### src/rtl/hid_rpt_pkg.sv
// Shared constants and types for the HID report register bank.
// Assumes four report bytes of eight bits and four GPIO pins.
package hid_rpt_pkg;
    localparam int RPT_BYTES = 4;
    localparam int RPT_W     = RPT_BYTES * 8;
    localparam int GPIO_N    = 4;
    localparam int BTN_N     = 4;
    localparam int BTN_VUP   = 0;
    localparam int BTN_VDN   = 1;
    localparam int BTN_PMUTE = 2;
    localparam int BTN_RMUTE = 3;

    typedef enum logic [1:0] {
        MODE_GPIO   = 2'd0,
        MODE_RSV_A  = 2'd1,
        MODE_EEPROM = 2'd2,
        MODE_RSV_B  = 2'd3
    } rpt_mode_e;
endpackage

### src/rtl/hid_btn_debounce.sv
// Debounces one active-low button against a millisecond tick.
// Assumes btn_n is asynchronous. Output is the accepted pressed state.
module hid_btn_debounce #(
    parameter int DEB_TICKS = 16
) (
    input  logic clk,
    input  logic rst_n,
    input  logic tick,
    input  logic btn_n,
    output logic pressed
);
    localparam int CNT_W = $clog2(DEB_TICKS + 1);

    logic [1:0]       sync_q;
    logic [CNT_W-1:0] cnt_q;
    logic             raw_pressed;

    // Two-stage synchronizer, reset to the released level.
    always_ff @(posedge clk) begin
        if (!rst_n) sync_q <= 2'b11;
        else        sync_q <= {sync_q[0], btn_n};
    end

    assign raw_pressed = ~sync_q[1];

    // Count ticks while the level differs; accept it after DEB_TICKS ticks.
    always_ff @(posedge clk) begin
        if (!rst_n) begin
            cnt_q   <= '0;
            pressed <= 1'b0;
        end else if (raw_pressed == pressed) begin
            cnt_q <= '0;
        end else if (tick) begin
            if (cnt_q == CNT_W'(DEB_TICKS - 1)) begin
                pressed <= raw_pressed;
                cnt_q   <= '0;
            end else begin
                cnt_q <= cnt_q + 1'b1;
            end
        end
    end
endmodule

### src/rtl/hid_out_regs.sv
// Decodes output report writes into GPIO, S/PDIF and mailbox registers.
// Assumes wr is a single-cycle strobe. Reserved modes only update mode_q.
module hid_out_regs
    import hid_rpt_pkg::*;
(
    input  logic             clk,
    input  logic             rst_n,
    input  logic             wr,
    input  logic [RPT_W-1:0] data,
    output rpt_mode_e        mode_q,
    output logic [GPIO_N-1:0] gpio_out,
    output logic [GPIO_N-1:0] gpio_oe,
    output logic             spdif_valid,
    output logic [3:0]       spdif_cs_nib,
    output logic [7:0]       spdif_cs_cat,
    output logic [7:0]       ee_data0,
    output logic [7:0]       ee_data1,
    output logic [7:0]       ee_ctrl,
    output logic             ee_wr
);
    rpt_mode_e wr_mode;
    assign wr_mode = rpt_mode_e'(data[7:6]);

    // Register the mode field on every write.
    always_ff @(posedge clk) begin
        if (!rst_n)  mode_q <= MODE_GPIO;
        else if (wr) mode_q <= wr_mode;
    end

    // GPIO and S/PDIF fields, loaded only by mode-0 writes.
    always_ff @(posedge clk) begin
        if (!rst_n) begin
            gpio_out     <= '0;
            gpio_oe      <= '0;
            spdif_valid  <= 1'b0;
            spdif_cs_nib <= '0;
            spdif_cs_cat <= '0;
        end else if (wr && wr_mode == MODE_GPIO) begin
            gpio_out     <= data[8 +: GPIO_N];
            gpio_oe      <= data[16 +: GPIO_N];
            spdif_valid  <= data[4];
            spdif_cs_nib <= data[3:0];
            spdif_cs_cat <= data[31:24];
        end
    end

    // Mailbox bytes and load strobe, driven only by mode-2 writes.
    always_ff @(posedge clk) begin
        if (!rst_n) begin
            ee_data0 <= '0;
            ee_data1 <= '0;
            ee_ctrl  <= '0;
            ee_wr    <= 1'b0;
        end else begin
            ee_wr <= wr && wr_mode == MODE_EEPROM;
            if (wr && wr_mode == MODE_EEPROM) begin
                ee_data0 <= data[15:8];
                ee_data1 <= data[23:16];
                ee_ctrl  <= data[31:24];
            end
        end
    end
endmodule

### src/rtl/hid_report_regs.sv
// HID report register bank: output report decode, input report assembly,
// button debouncing with sticky events, record-mute LED and interrupt request.
// Assumes in_rd pulses once per input report delivered to the host.
module hid_report_regs
    import hid_rpt_pkg::*;
#(
    parameter int DEB_TICKS = 16
) (
    input  logic        clk,
    input  logic        rst_n,
    input  logic        tick_ms,
    input  logic        out_wr,
    input  logic [31:0] out_report,
    input  logic        in_rd,
    output logic [31:0] in_report,
    output logic        irq_req,
    input  logic [3:0]  btn_n,
    output logic        rec_mute_led,
    input  logic [3:0]  gpio_in,
    output logic [3:0]  gpio_out,
    output logic [3:0]  gpio_oe,
    output logic        spdif_valid,
    output logic [3:0]  spdif_cs_nib,
    output logic [7:0]  spdif_cs_cat,
    output logic [7:0]  ee_data0,
    output logic [7:0]  ee_data1,
    output logic [7:0]  ee_ctrl,
    output logic        ee_wr,
    input  logic        ee_done,
    input  logic [7:0]  ee_rdata0,
    input  logic [7:0]  ee_rdata1,
    input  logic [7:0]  ee_rctrl
);
    rpt_mode_e          mode_q;
    logic [BTN_N-1:0]   pressed;
    logic [BTN_N-1:0]   pressed_q;
    logic [GPIO_N-1:0]  gpio_s0, gpio_s1;
    logic               play_flag, rec_flag;
    logic               play_evt, rec_evt, btn_chg;

    hid_out_regs i_out (
        .clk          (clk),
        .rst_n        (rst_n),
        .wr           (out_wr),
        .data         (out_report),
        .mode_q       (mode_q),
        .gpio_out     (gpio_out),
        .gpio_oe      (gpio_oe),
        .spdif_valid  (spdif_valid),
        .spdif_cs_nib (spdif_cs_nib),
        .spdif_cs_cat (spdif_cs_cat),
        .ee_data0     (ee_data0),
        .ee_data1     (ee_data1),
        .ee_ctrl      (ee_ctrl),
        .ee_wr        (ee_wr)
    );

    for (genvar b = 0; b < BTN_N; b++) begin : g_btn
        hid_btn_debounce #(.DEB_TICKS(DEB_TICKS)) i_deb (
            .clk     (clk),
            .rst_n   (rst_n),
            .tick    (tick_ms),
            .btn_n   (btn_n[b]),
            .pressed (pressed[b])
        );
    end

    // Previous accepted button state for edge detection.
    always_ff @(posedge clk) begin
        if (!rst_n) pressed_q <= '0;
        else        pressed_q <= pressed;
    end

    assign play_evt = pressed_q[BTN_PMUTE] & ~pressed[BTN_PMUTE];
    assign rec_evt  = pressed_q[BTN_RMUTE] & ~pressed[BTN_RMUTE];
    assign btn_chg  = |(pressed ^ pressed_q);

    // Sticky mute events, LED toggle and interrupt request; a set beats a read clear.
    always_ff @(posedge clk) begin
        if (!rst_n) begin
            play_flag    <= 1'b0;
            rec_flag     <= 1'b0;
            rec_mute_led <= 1'b0;
            irq_req      <= 1'b0;
        end else begin
            if (play_evt)   play_flag <= 1'b1;
            else if (in_rd) play_flag <= 1'b0;
            if (rec_evt)    rec_flag  <= 1'b1;
            else if (in_rd) rec_flag  <= 1'b0;
            if (rec_evt)    rec_mute_led <= ~rec_mute_led;
            if (ee_done || btn_chg) irq_req <= 1'b1;
            else if (in_rd)         irq_req <= 1'b0;
        end
    end

    // Two-stage synchronizer for GPIO pin levels.
    always_ff @(posedge clk) begin
        if (!rst_n) begin
            gpio_s0 <= '0;
            gpio_s1 <= '0;
        end else begin
            gpio_s0 <= gpio_in;
            gpio_s1 <= gpio_s0;
        end
    end

    // Input report assembly by mode.
    always_comb begin
        in_report        = '0;
        in_report[7:6]   = mode_q;
        in_report[3]     = rec_flag;
        in_report[2]     = play_flag;
        in_report[1]     = pressed[BTN_VDN];
        in_report[0]     = pressed[BTN_VUP];
        unique case (mode_q)
            MODE_GPIO:   in_report[8 +: GPIO_N] = gpio_s1;
            MODE_EEPROM: in_report[31:8] = {ee_rctrl, ee_rdata1, ee_rdata0};
            default:     in_report[31:8] = '0;
        endcase
    end
endmodule

### config.mk
export PLATFORM = sky130hd
export DESIGN_NAME = hid_report_regs
export DESIGN_NICKNAME = d
export VERILOG_FILES = /design/src/rtl/hid_rpt_pkg.sv /design/src/rtl/hid_btn_debounce.sv /design/src/rtl/hid_out_regs.sv /design/src/rtl/hid_report_regs.sv
export SDC_FILE = /design/constraint.sdc
export NUM_CORES = 1
export LEC_CHECK = 0
export BUFFER_PORTS_ARGS = -buffer_cell sky130_fd_sc_hd__buf_2
export CAP_MARGIN = 40
export CORE_AREA = 2 2 78 99
export CTS_BUF_LIST = sky130_fd_sc_hd__clkbuf_8
export CTS_CLUSTER_DIAMETER = 40
export CTS_CLUSTER_SIZE = 30
export DETAILED_ROUTE_END_ITERATION = 6
export DIE_AREA = 0 0 80 101
export PLACE_DENSITY = 0.92
export RECOVER_POWER = 100
export SYNTH_ARGS = -nofsm -noshare
export SYNTH_HDL_FRONTEND = slang
export SYNTH_SLANG_ARGS = --single-unit
### constraint.sdc
create_clock -name clk -period 3.2 [get_ports clk]
set_input_delay 0.32 -clock clk [delete_from_list [all_inputs] [get_ports clk]]
set_output_delay 0.32 -clock clk [all_outputs]
set_load 0.02 [all_outputs]
==> Yosys cells after proc, flatten, opt, wreduce, memory -nomap -nowiden <==
Index checks and enable logic that the tools add are counted.
{ "classes": {"n_addsub": 4, "n_eq_ne": 10, "muxes": 10, "bitwise": 15, "n_reduce_logical": 17} }
{ "op_table": {"columns": ["op", "count"], "rows": [
  ["$add A5 B1 Y5 const B", 4],
  ["$eq A5 B4 Y1 const B", 4],
  ["$mux W20", 1],
  ["$mux W5", 4],
  ["$not A1 Y1", 12],
  ["$reduce_and A3 Y1", 4],
  ["$pmux W4 S2", 1],
  ["$reduce_or A2 Y1", 4],
  ["$reduce_bool A2 Y1", 3],
  ["$eq A1 B1 Y1", 4],
  ["$eq A2 B2 Y1 const B", 2],
  ["$logic_not A2 Y1", 2],
  ["$mux W1", 4],
  ["$reduce_or A4 Y1", 1],
  ["$xor A4 B4 Y4", 1],
  ["$and A1 B1 Y1", 2],
  ["$logic_and A1 B1 Y1", 2],
  ["$logic_or A1 B1 Y1", 1]
]} }
{ "totals": {"ff_bits": 96, "in_bits": 70, "out_inout_bits": 80} }

==> Longest topological paths before layout <==
Gate-level depths: netlist of run 1.
{ "depth": {"depth_word": 4, "ltp_mapped": 6, "mapped_depth_nobuf": 4} }

==> Hierarchy <==
A second synthesis of run 1 with hierarchy kept.
{ "unflattened": {"cells_unflattened": 399, "area_unflattened_um2": 3940.0} }
{ "by_module_without_submodules": {"columns": ["mod", "instances", "cells_each", "area_each_um2", "seq_area_each_um2"], "rows": [
  ["hid_out_regs", 1, 188, 1849.3, 960.9],
  ["hid_btn_debounce", 4, 32, 321.6, 160.2],
  ["hid_report_regs", 1, 83, 804.5, 320.3]
]} }

==> Worst setup path after synthesis of run 1 <==
No wires, ideal clock.
{ "synth_path": {"path_kind": "register to output", "from": "reg i_out.mode_q[1]", "to": "out in_report[12]", "arrival_ns": 1.254, "required_ns": 2.880, "slack_ns": 1.626, "stages_incl_launch_ff": 5, "path_buffers": 2, "path_cell_list": "dfxtp_1 -> buf_2 -> nor2b_1 -> clkbuf_1 -> and2_1"} }
{ "synth_via": {"elab_chain_len": 2} }
{ "synth_rtl": {"columns": ["item", "line_no", "source"], "rows": [
  ["start, declared", "hid_out_regs.sv:10", "output rpt_mode_e mode_q,"],
  ["start signal, assigned", "hid_out_regs.sv:27", "else if (wr) mode_q <= wr_mode;"],
  ["$eq A2 B2 Y1", "hid_report_regs.sv:115", "unique case (mode_q)"],
  ["$mux W20", "hid_report_regs.sv:115", null],
  ["end, declared", "hid_report_regs.sv:15", "output logic [31:0] in_report,"]
]} }
Every way passes these cells.

==> Worst setup path after layout of run 1 <==
{ "layout_path": {"from": "reg i_out.mode_q[1]", "to": "out in_report[25]"} }
Same word-level chain as after synthesis.

==> results of run 1 <==
[how the worst max path moves through the flow]
stage	start	endpoint	slack (ns)	depth (start not counted)
4_1_cts	i_out.mode_q[1]$_SDFFE_PN0P_	in_report[13]	0.83	3
3_5_place_dp	i_out.mode_q[1]$_SDFFE_PN0P_	in_report[13]	1.23	3
2_1_floorplan	i_out.mode_q[1]$_SDFFE_PN0P_	in_report[12]	1.63	4
5_1_grt	rst_n	i_out.ee_data1[6]$_SDFFE_PN0P_	0.53	4
6_report	i_out.mode_q[1]$_SDFFE_PN0P_	in_report[25]	0.78	3
3_3_place_gp	rst_n	i_out.mode_q[0]$_SDFFE_PN0P_	1.33	4
[cell usage after synthesis]
master | instances | area (um^2)
nand2_1 | 103 | 386.6
dfxtp_1 | 96 | 1922
a21oi_1 | 51 | 255.2
and2_1 | 32 | 200.2
nor2_1 | 24 | 90.09
nand2b_1 | 12 | 75.07
buf_4 | 10 | 75.07
xnor2_1 | 9 | 78.83
buf_2 | 8 | 40.04
mux2i_1 | 8 | 80.08
nand4_1 | 8 | 50.05
xor2_1 | 8 | 70.07
clkbuf_1 | 6 | 22.52
ha_1 | 6 | 75.07
nor3_1 | 6 | 30.03
inv_1 | 4 | 15.01
o21ai_0 | 4 | 20.02
o41ai_1 | 4 | 35.03
and3b_1 | 2 | 17.52
buf_1 | 2 | 7.510
buf_6 | 2 | 22.52
nand3_1 | 2 | 10.01
nand3b_1 | 2 | 15.01
nand4b_1 | 2 | 17.52
a41oi_1 | 1 | 8.760
clkbuf_2 | 1 | 5.000
conb_1 | 1 | 3.750
nand3b_2 | 1 | 11.26
nor2b_1 | 1 | 6.260
nor3b_2 | 1 | 12.51
or3b_4 | 1 | 11.26
[final cells by class]
cell class | count | area [um^2]
clock buffer | 9 | 123.9
clock inverter | 7 | 53.80
fill | 628 | 2731
inverter | 4 | 15.01
multi-input combinational | 290 | 1564
sequential | 96 | 1922
tap | 92 | 115.1
timing repair buffer | 148 | 656.9
[per-layer routing]
metal	routed length (um)	global-route usage (%)	up-vias
li1	-	-	1616
met1	3312	20.46	1462
met4	113	9.126	0
met2	4109	35.90	107
met5	0	0	-
met3	535	4.122	11
[power by group]
part	internal, uW	switching (uW)
clock	289	413
sequential	1230	17.2
combinational	77.6	130
[through the flow]
stage          hold WS [ns]  setup slack [ns]  total power [uW]  util (%)
2_1_floorplan        0.3863             1.626              1401         -
3_3_place_gp         0.3913             1.332              1479     60.73
3_5_place_dp         0.3914             1.231              1487     60.73
4_1_cts              0.1322            0.8302              2184     63.21
5_1_grt              0.1319            0.5272              2245     61.97
6_report             0.1482            0.7793              2153     61.97
[logic make-up (layout without fill, tap and decap cells)]
kind of cell | Yosys count | after routing | share of synthesized area (%)
flops | 96 | 96 | 52.37
simple gates | 197 | 197 | 25.43
buf+inv | 33 | 168 | 5.114
fa+ha+maj | 6 | 6 | 2.046
xor+xnor | 17 | 17 | 4.057
compound gates | 60 | 60 | 8.694
mux | 8 | 8 | 2.182
other cells | 1 | 2 | 0.1022
[placed cells by master (no fill, tap or decap), types with 2 or more instances in the layout]
cell type     n
nor2_1       24
nand3b_1      2
buf_2        78
nand4b_1      2
nor3_1        6
and2_0       17
o41ai_1       4
nand2_1     103
ha_1          6
nand4_1       8
o21ai_0       4
conb_1        2
a21oi_1      51
clkinvlp_4    3
and2_1       15
xnor2_1       9
nand2b_1     12
and3b_1       2
inv_1         4
clkbuf_8      9
xor2_1        8
mux2i_1       8
clkbuf_1     69
dfxtp_1      96
nand3_1       2
inv_6         3
[registers in the layout (all words and copies together), names as in the netlist]
register	flops
g_btn.i_deb.cnt_q	20
g_btn.i_deb.pressed	4
g_btn.i_deb.sync_q	8
gpio_s0	4
gpio_s1	4
i_out.ee_ctrl	8
i_out.ee_data0	8
i_out.ee_data1	8
i_out.ee_wr	1
i_out.gpio_oe	4
i_out.gpio_out	4
i_out.mode_q	2
i_out.spdif_cs_cat	8
i_out.spdif_cs_nib	4
i_out.spdif_valid	1
irq_req	1
play_flag	1
pressed_q	4
rec_flag	1
rec_mute_led	1
==> out/metrics.yaml, run 1 <==
outcome: "complete, no violations"
dr_total_vias: 3196
synth.distinct_cells: 31
cap_violations: 0
cts_hold_buf: 0
syn_area_per_cell_um2: 8.779
wirelength_um: 8070
path_buf_inv: 1
syn2layout_area_growth_pct: 21.28
start_util_pct: 51.10
crit_chain: "nor2b_1 -> and2_1 -> clkbuf_1"
clk_pin_slew_worst_paths_ns: 0.09
dp_hpwl_um: 6046
cts.path.max_buffers: 2
fin_tns_setup_ns: 0
dieHeight_um: 101
critical-path-max-stage-delay_ns: 0.77
hp-class: "input port to flop"
path_class: "flop to output pin"
dieArea_mm2: 0.008080
drtAntennaViolNets: 0
min_path_cells: 2
drive_above_1_share_pct: 17.69
clock-skew-final_ns: 0.01030
portBuffers: 146
reg2reg_slack_ns: 1.95
drt-initial-drc-count: 77
rsz0062_at_grt: "false"
crit_path_top_delay_cell: "nor2b_1"
drtPass1Iterations: 4
hold_path_startpoint: "btn_n[3]"
ys_warn_count: 0
io_pins: 150
syn_inst: 418
cts_buffers: 9
timing.final.hold_violations: 0
slew_violations: 0
cts_setup_buffers: 0
final_cells: 646
r2r_start: "g_btn[2].i_deb.cnt_q[0]$_SDFFE_PP0P_"
p_per_area_mw_per_mm2: 483.7
antenna_found_initial: 0
drc_errors: 0
grt_pass1_vias: 2913
h-tree-depth: 3
nets: 625
routedWlPerCell_um: 12.49
viasPerCell: 4.947
crit_required_ns: 2.88
dp.cells: 630
grt_first_pass_wirelength_um: 12370
cts_resized: 0
clock_sinks: 96
relSlewSlack_pct: 17.04
gr-total-overflow: 0
finalSetupViolCount: 0
ctsRootBufferMaster: "clkbuf_8"
leakage_uw: 0.001751
holdPathEnd: "g_btn[3].i_deb.sync_q[0]$_SDFF_PN1_"
layout_min_cycle_time_ns: 2.421
placementRows: 35
final_area_mm2: 0.004451
track_usage_pct: 19.36
start_kind: "flop"
cp_max_fo: 20
critPathCaptureType: "output pin"
synth-seq-cells: 96
cp_data_arrival_time_ns: 2.10
die_w_um: 80
diodes: 0
yosysSeqAreaShare_pct: 52.37
cts_tree: "done"
timing.final.crit_share_pct: 75.65
rr_endpoint: "g_btn[2].i_deb.pressed$_SDFFE_PN0P_"
grt_max_degree: 31
clkLatencyLatePin_ns: 0.35
syn_area_mm2: 0.003670
fmaxAchievable_ghz: 0.4131
coreArea_mm2: 0.007182
rr_worst_depth: 4
vdd_drop_max_uv: 351.0
placed_cell_area_mm2: 0.004362
tightest_slew_ns: 1.244
cpLargestDelayFamily: "simple AND/OR/NAND/NOR gates"
gp_congestion: 0.7358
Note: power is estimated with default switching activity, not from simulation.
==> run 2, diff against run 1 <==
--- a/config.mk
+++ b/config.mk
@@ -5,15 +5,16 @@
 export SDC_FILE = /design/constraint.sdc
 export NUM_CORES = 1
 export LEC_CHECK = 0
+export ABC_AREA = 1
 export BUFFER_PORTS_ARGS = -buffer_cell sky130_fd_sc_hd__buf_2
 export CAP_MARGIN = 40
-export CORE_AREA = 2 2 78 99
+export CORE_AREA = 2 2 82 104
 export CTS_BUF_LIST = sky130_fd_sc_hd__clkbuf_8
 export CTS_CLUSTER_DIAMETER = 40
 export CTS_CLUSTER_SIZE = 30
 export DETAILED_ROUTE_END_ITERATION = 6
-export DIE_AREA = 0 0 80 101
-export PLACE_DENSITY = 0.92
+export DIE_AREA = 0 0 84 106
+export PLACE_DENSITY = 0.88
 export RECOVER_POWER = 100
 export SYNTH_ARGS = -nofsm -noshare
 export SYNTH_HDL_FRONTEND = slang
==> constraint.sdc (replaced) <==
create_clock -name clk -period 2.5 [get_ports clk]
set_input_delay 0.25 -clock clk [delete_from_list [all_inputs] [get_ports clk]]
set_output_delay 0.25 -clock clk [all_outputs]
set_load 0.02 [all_outputs]
==> run 2 against run 1 <==
  * The flow now finishes with violations (capacitance limit, slew limit)
  * Sequential power up 29%
  * Design area up 5.9%
  * Clock power up 57%
  * Synthesized cell count up 28%
  * First-iteration DRC count up 150%
  * Sequential share of layout area down 2.4 points
  * Clock skew down 0.0020 ns
  * Utilization down 3.1 points
  * Critical path type unchanged
  * Critical endpoint is now in_report[28]
  * Largest power group unchanged
==> out/metrics.yaml, run 2 <==
outcome: "complete, but fails checks"
p_sw_uw: 750.7  # +34%
coreArea_mm2: 0.008009  # +12%
synth.distinct_cells: 23  # -26%
timing.final.hold_violations: 0  # unchanged
io_pins: 150  # unchanged
ys_warn_count: 0  # unchanged
clk_pin_slew_worst_paths_ns: 0.08  # about the same
finalSetupViolCount: 0  # unchanged
async_flop_share_pct: 0  # unchanged
hp-class: "input port to flop"
syn_inst: 536  # +28%
gr-total-overflow: 0  # unchanged
synthXorXnorAreaFrac_pct: 0.8992  # -3.2 points
timing.final.crit_share_pct: 79.54
n_fill_cell: 749  # +19%
drtAntennaViolNets: 0  # unchanged
placementRows: 37  # +5.7%
syn2layout_area_growth_pct: 20.94
routedWlPerCell_um: 11.98  # -4.1%
cts_buffers: 9  # unchanged
synth_compound_area_share_pct: 8.542  # -0.15 points
fmaxAchievable_ghz: 0.5029
cp_max_fo: 20  # unchanged
critPathCaptureType: "output pin"
path_class: "flop to output pin"
grt_pass1_vias: 3585  # +23%
cts.path.max_buffers: 2  # unchanged
finalPower_uw: 3016  # +40%
start_kind: "flop"
layout_min_cycle_time_ns: 1.989
cts_resized: 0  # unchanged
drc_errors: 0  # unchanged
rsz0062_at_grt: "false"
grt_first_pass_wirelength_um: 15520  # +25%
violations: "capacitance limit, slew limit"
p_sw_share_pct: 24.89  # -1.2 points
seqPwrFrac_pct: 53.0  # -4.7 points
h-tree-depth: 3  # unchanged
yosys.area.top_type: "dfxtp_1"
gp_congestion: 0.8017  # +9.0%
start_util_pct: 48.65  # -2.4 points
cp_data_arrival_time_ns: 1.74  # -0.36 ns
diodes: 0  # unchanged
synth.area.top_cells: "dfxtp_1, nand2_1, nor2_1, inv_1, nand3_1"
cts_setup_buffers: 0  # unchanged
ctsRootBufferMaster: "clkbuf_8"
synth-seq-cells: 96  # unchanged
final_cell_mix: "nand2_1, nor2_1, dfxtp_1"
critical-path-max-stage-delay_ns: 0.51  # -0.26 ns
viasPerCell: 4.807  # -2.8%
cts_tree: "done"
synth_top_family_by_area: "simple AND/OR/NAND/NOR gates"
final_cells: 771  # +19%
vdd_drop_max_uv: 468.7  # +34%
dieHeight_um: 106  # +5.0%
internal-power_uw: 2265  # +42%
slew_violations: 42  # +42
crit_chain: "clkinv_1 -> nand2_1 -> nor2_1 -> clkbuf_1"
dp.cells: 756  # +20%
synth_ff_type: "dfxtp_1"
muxShareOfSynthArea_pct: 0  # -2.2 points
tightest_slew_ns: 1.665  # +0.4201 ns
cap_violations: 1  # +1
syn_area_mm2: 0.003896  # +6.2%
grt_max_degree: 42  # +35%
final_common_cell: "nand2_1"
clock-skew-final_ns: 0.008260  # -0.002043 ns
die_w_um: 84  # +5.0%
synth_top_area_share_pct: 49.33  # -3.0 points
clock_sinks: 96  # unchanged
syn_area_per_cell_um2: 7.269  # -17%
wirelength_um: 9233  # +14%
drtPass1Iterations: 4  # unchanged
fin_tns_setup_ns: 0  # unchanged
largest_register_ffs: 20  # unchanged
clockPowerShare_pct: 36.6  # +4.0 points
netlist_top_cells_count: "nand2_1, nor2_1, dfxtp_1, inv_1, nand3_1"
p_comb_share_pct: 10.4  # +0.7 points
top_register: "g_btn.i_deb.cnt_q"
antenna_found_initial: 0  # unchanged
synth_edf_count: 0  # unchanged
crit_path_top_delay_cell: "nand2_1"
dp_hpwl_um: 6802  # +13%
yosysSeqAreaShare_pct: 49.33  # -3.0 points
leakage_uw: 0.002116  # +21%
clkLatencyLatePin_ns: 0.37  # +0.02 ns
drive_above_1_share_pct: 13.95  # -3.7 points
cts_hold_buf: 0  # unchanged
synth-simple-area-share_pct: 27.71  # +2.3 points
crit_required_ns: 2.25  # -0.63 ns
p_per_area_mw_per_mm2: 640.0  # +32%
nets: 746  # +19%
drt-initial-drc-count: 191  # +150%
final-seq-area_mm2: 0.001922  # unchanged
relSlewSlack_pct: -10.97  # -28 points
track_usage_pct: 21.38  # +2.0 points
dieArea_mm2: 0.008904  # +10%
dr_total_vias: 3706  # +16%
yosysMostFrequentCell: "nand2_1"
multi_input_area_mm2: 0.001525  # -2.5%
synthAdderAreaFrac_pct: 1.927  # -0.12 points
portBuffers: 146  # unchanged
## run 2: cell types whose count changed in the layout (fill, tap and decap cells not counted), moves of 15 or more
| cell | previous run | this run |
|---|---|---|
| and2_0 | 17 | 0 |
| a21oi_1 | 51 | 36 |
| and2_1 | 15 | 0 |
| nor2_1 | 24 | 102 |
| nand3_1 | 2 | 44 |
| o21ai_0 | 4 | 29 |
| inv_1 | 4 | 68 |
## run 2: power groups by stage
| stage | Combinational (uW) | Sequential [uW] | Clock [uW] |
|---|---|---|---|
| floorplan | 162 | 1670 | 0 |
| global route | 349 | 1600 | 1190 |
| finish | 314 | 1600 | 1100 |
| CTS | 334 | 1600 | 1130 |
| global placement | 320 | 1630 | 0 |
| detailed placement | 333 | 1630 | 0 |
## run 2: layer usage
layer | wire length [um] | track usage [%] | vias up
met3 | 601 | 6.211 | 23
met1 | 3719 | 23.61 | 1644
met2 | 4644 | 37.54 | 124
li1 | - | - | 1915
met4 | 268 | 10.14 | 0
met5 | 0 | 0 | -
## run 2: kinds of logic after synthesis
logic type,after synthesis
AO/OA/AOI/OAI,66
XOR/XNOR,4
adder cells (fa/ha/maj),6
buffers and inverters,100
flip-flops,96
other,1
AND/OR/NAND/NOR,263
## run 2: layout make-up
class,count,share of cell area (%)
inverters,71,5.656
clock buffers,10,2.921
well taps,97,2.576
multi-input cells,341,32.37
clock inverters,5,1.726
repair buffers,151,13.97
flip-flops and latches,96,40.79
## run 2: worst paths after layout
path | to | slack [ns] | from | depth (start not counted)
setup / recovery | in_report[28] | 0.51 | i_out.mode_q[0]$_SDFFE_PN0P_ | 4
setup reg to reg | irq_req$_SDFFE_PN0P_ | 1.19 | g_btn[3].i_deb.pressed$_SDFFE_PN0P_ | 7
hold / removal | gpio_s0[0]$_SDFF_PN0_ | 0.06 | gpio_in[0] | 3
hold reg to reg | g_btn[1].i_deb.sync_q[1]$_SDFF_PN1_ | 0.42 | g_btn[1].i_deb.sync_q[0]$_SDFF_PN1_ | 1
## run 2: critical path, delay by kind of cell, from the launching register on
kind	cells	cell delay (ns)
flip-flops	1	0.36
buffers and inverters	2	0.41
AND/OR/NAND/NOR	2	0.61
## run 2: stage by stage
step                      area [um^2]  utilization, %  setup slack [ns]  hold slack (ns)
after CTS                        4847           60.52            0.5092          0.04649
after global routing             4712           58.83            0.3238          0.05356
after global placement           4601           57.44            0.9716           0.3929
after detailed placement         4628           57.79            0.9274           0.4023
after floorplan                  3900               -             1.186           0.3476
final                            4712           58.83            0.5115          0.06408
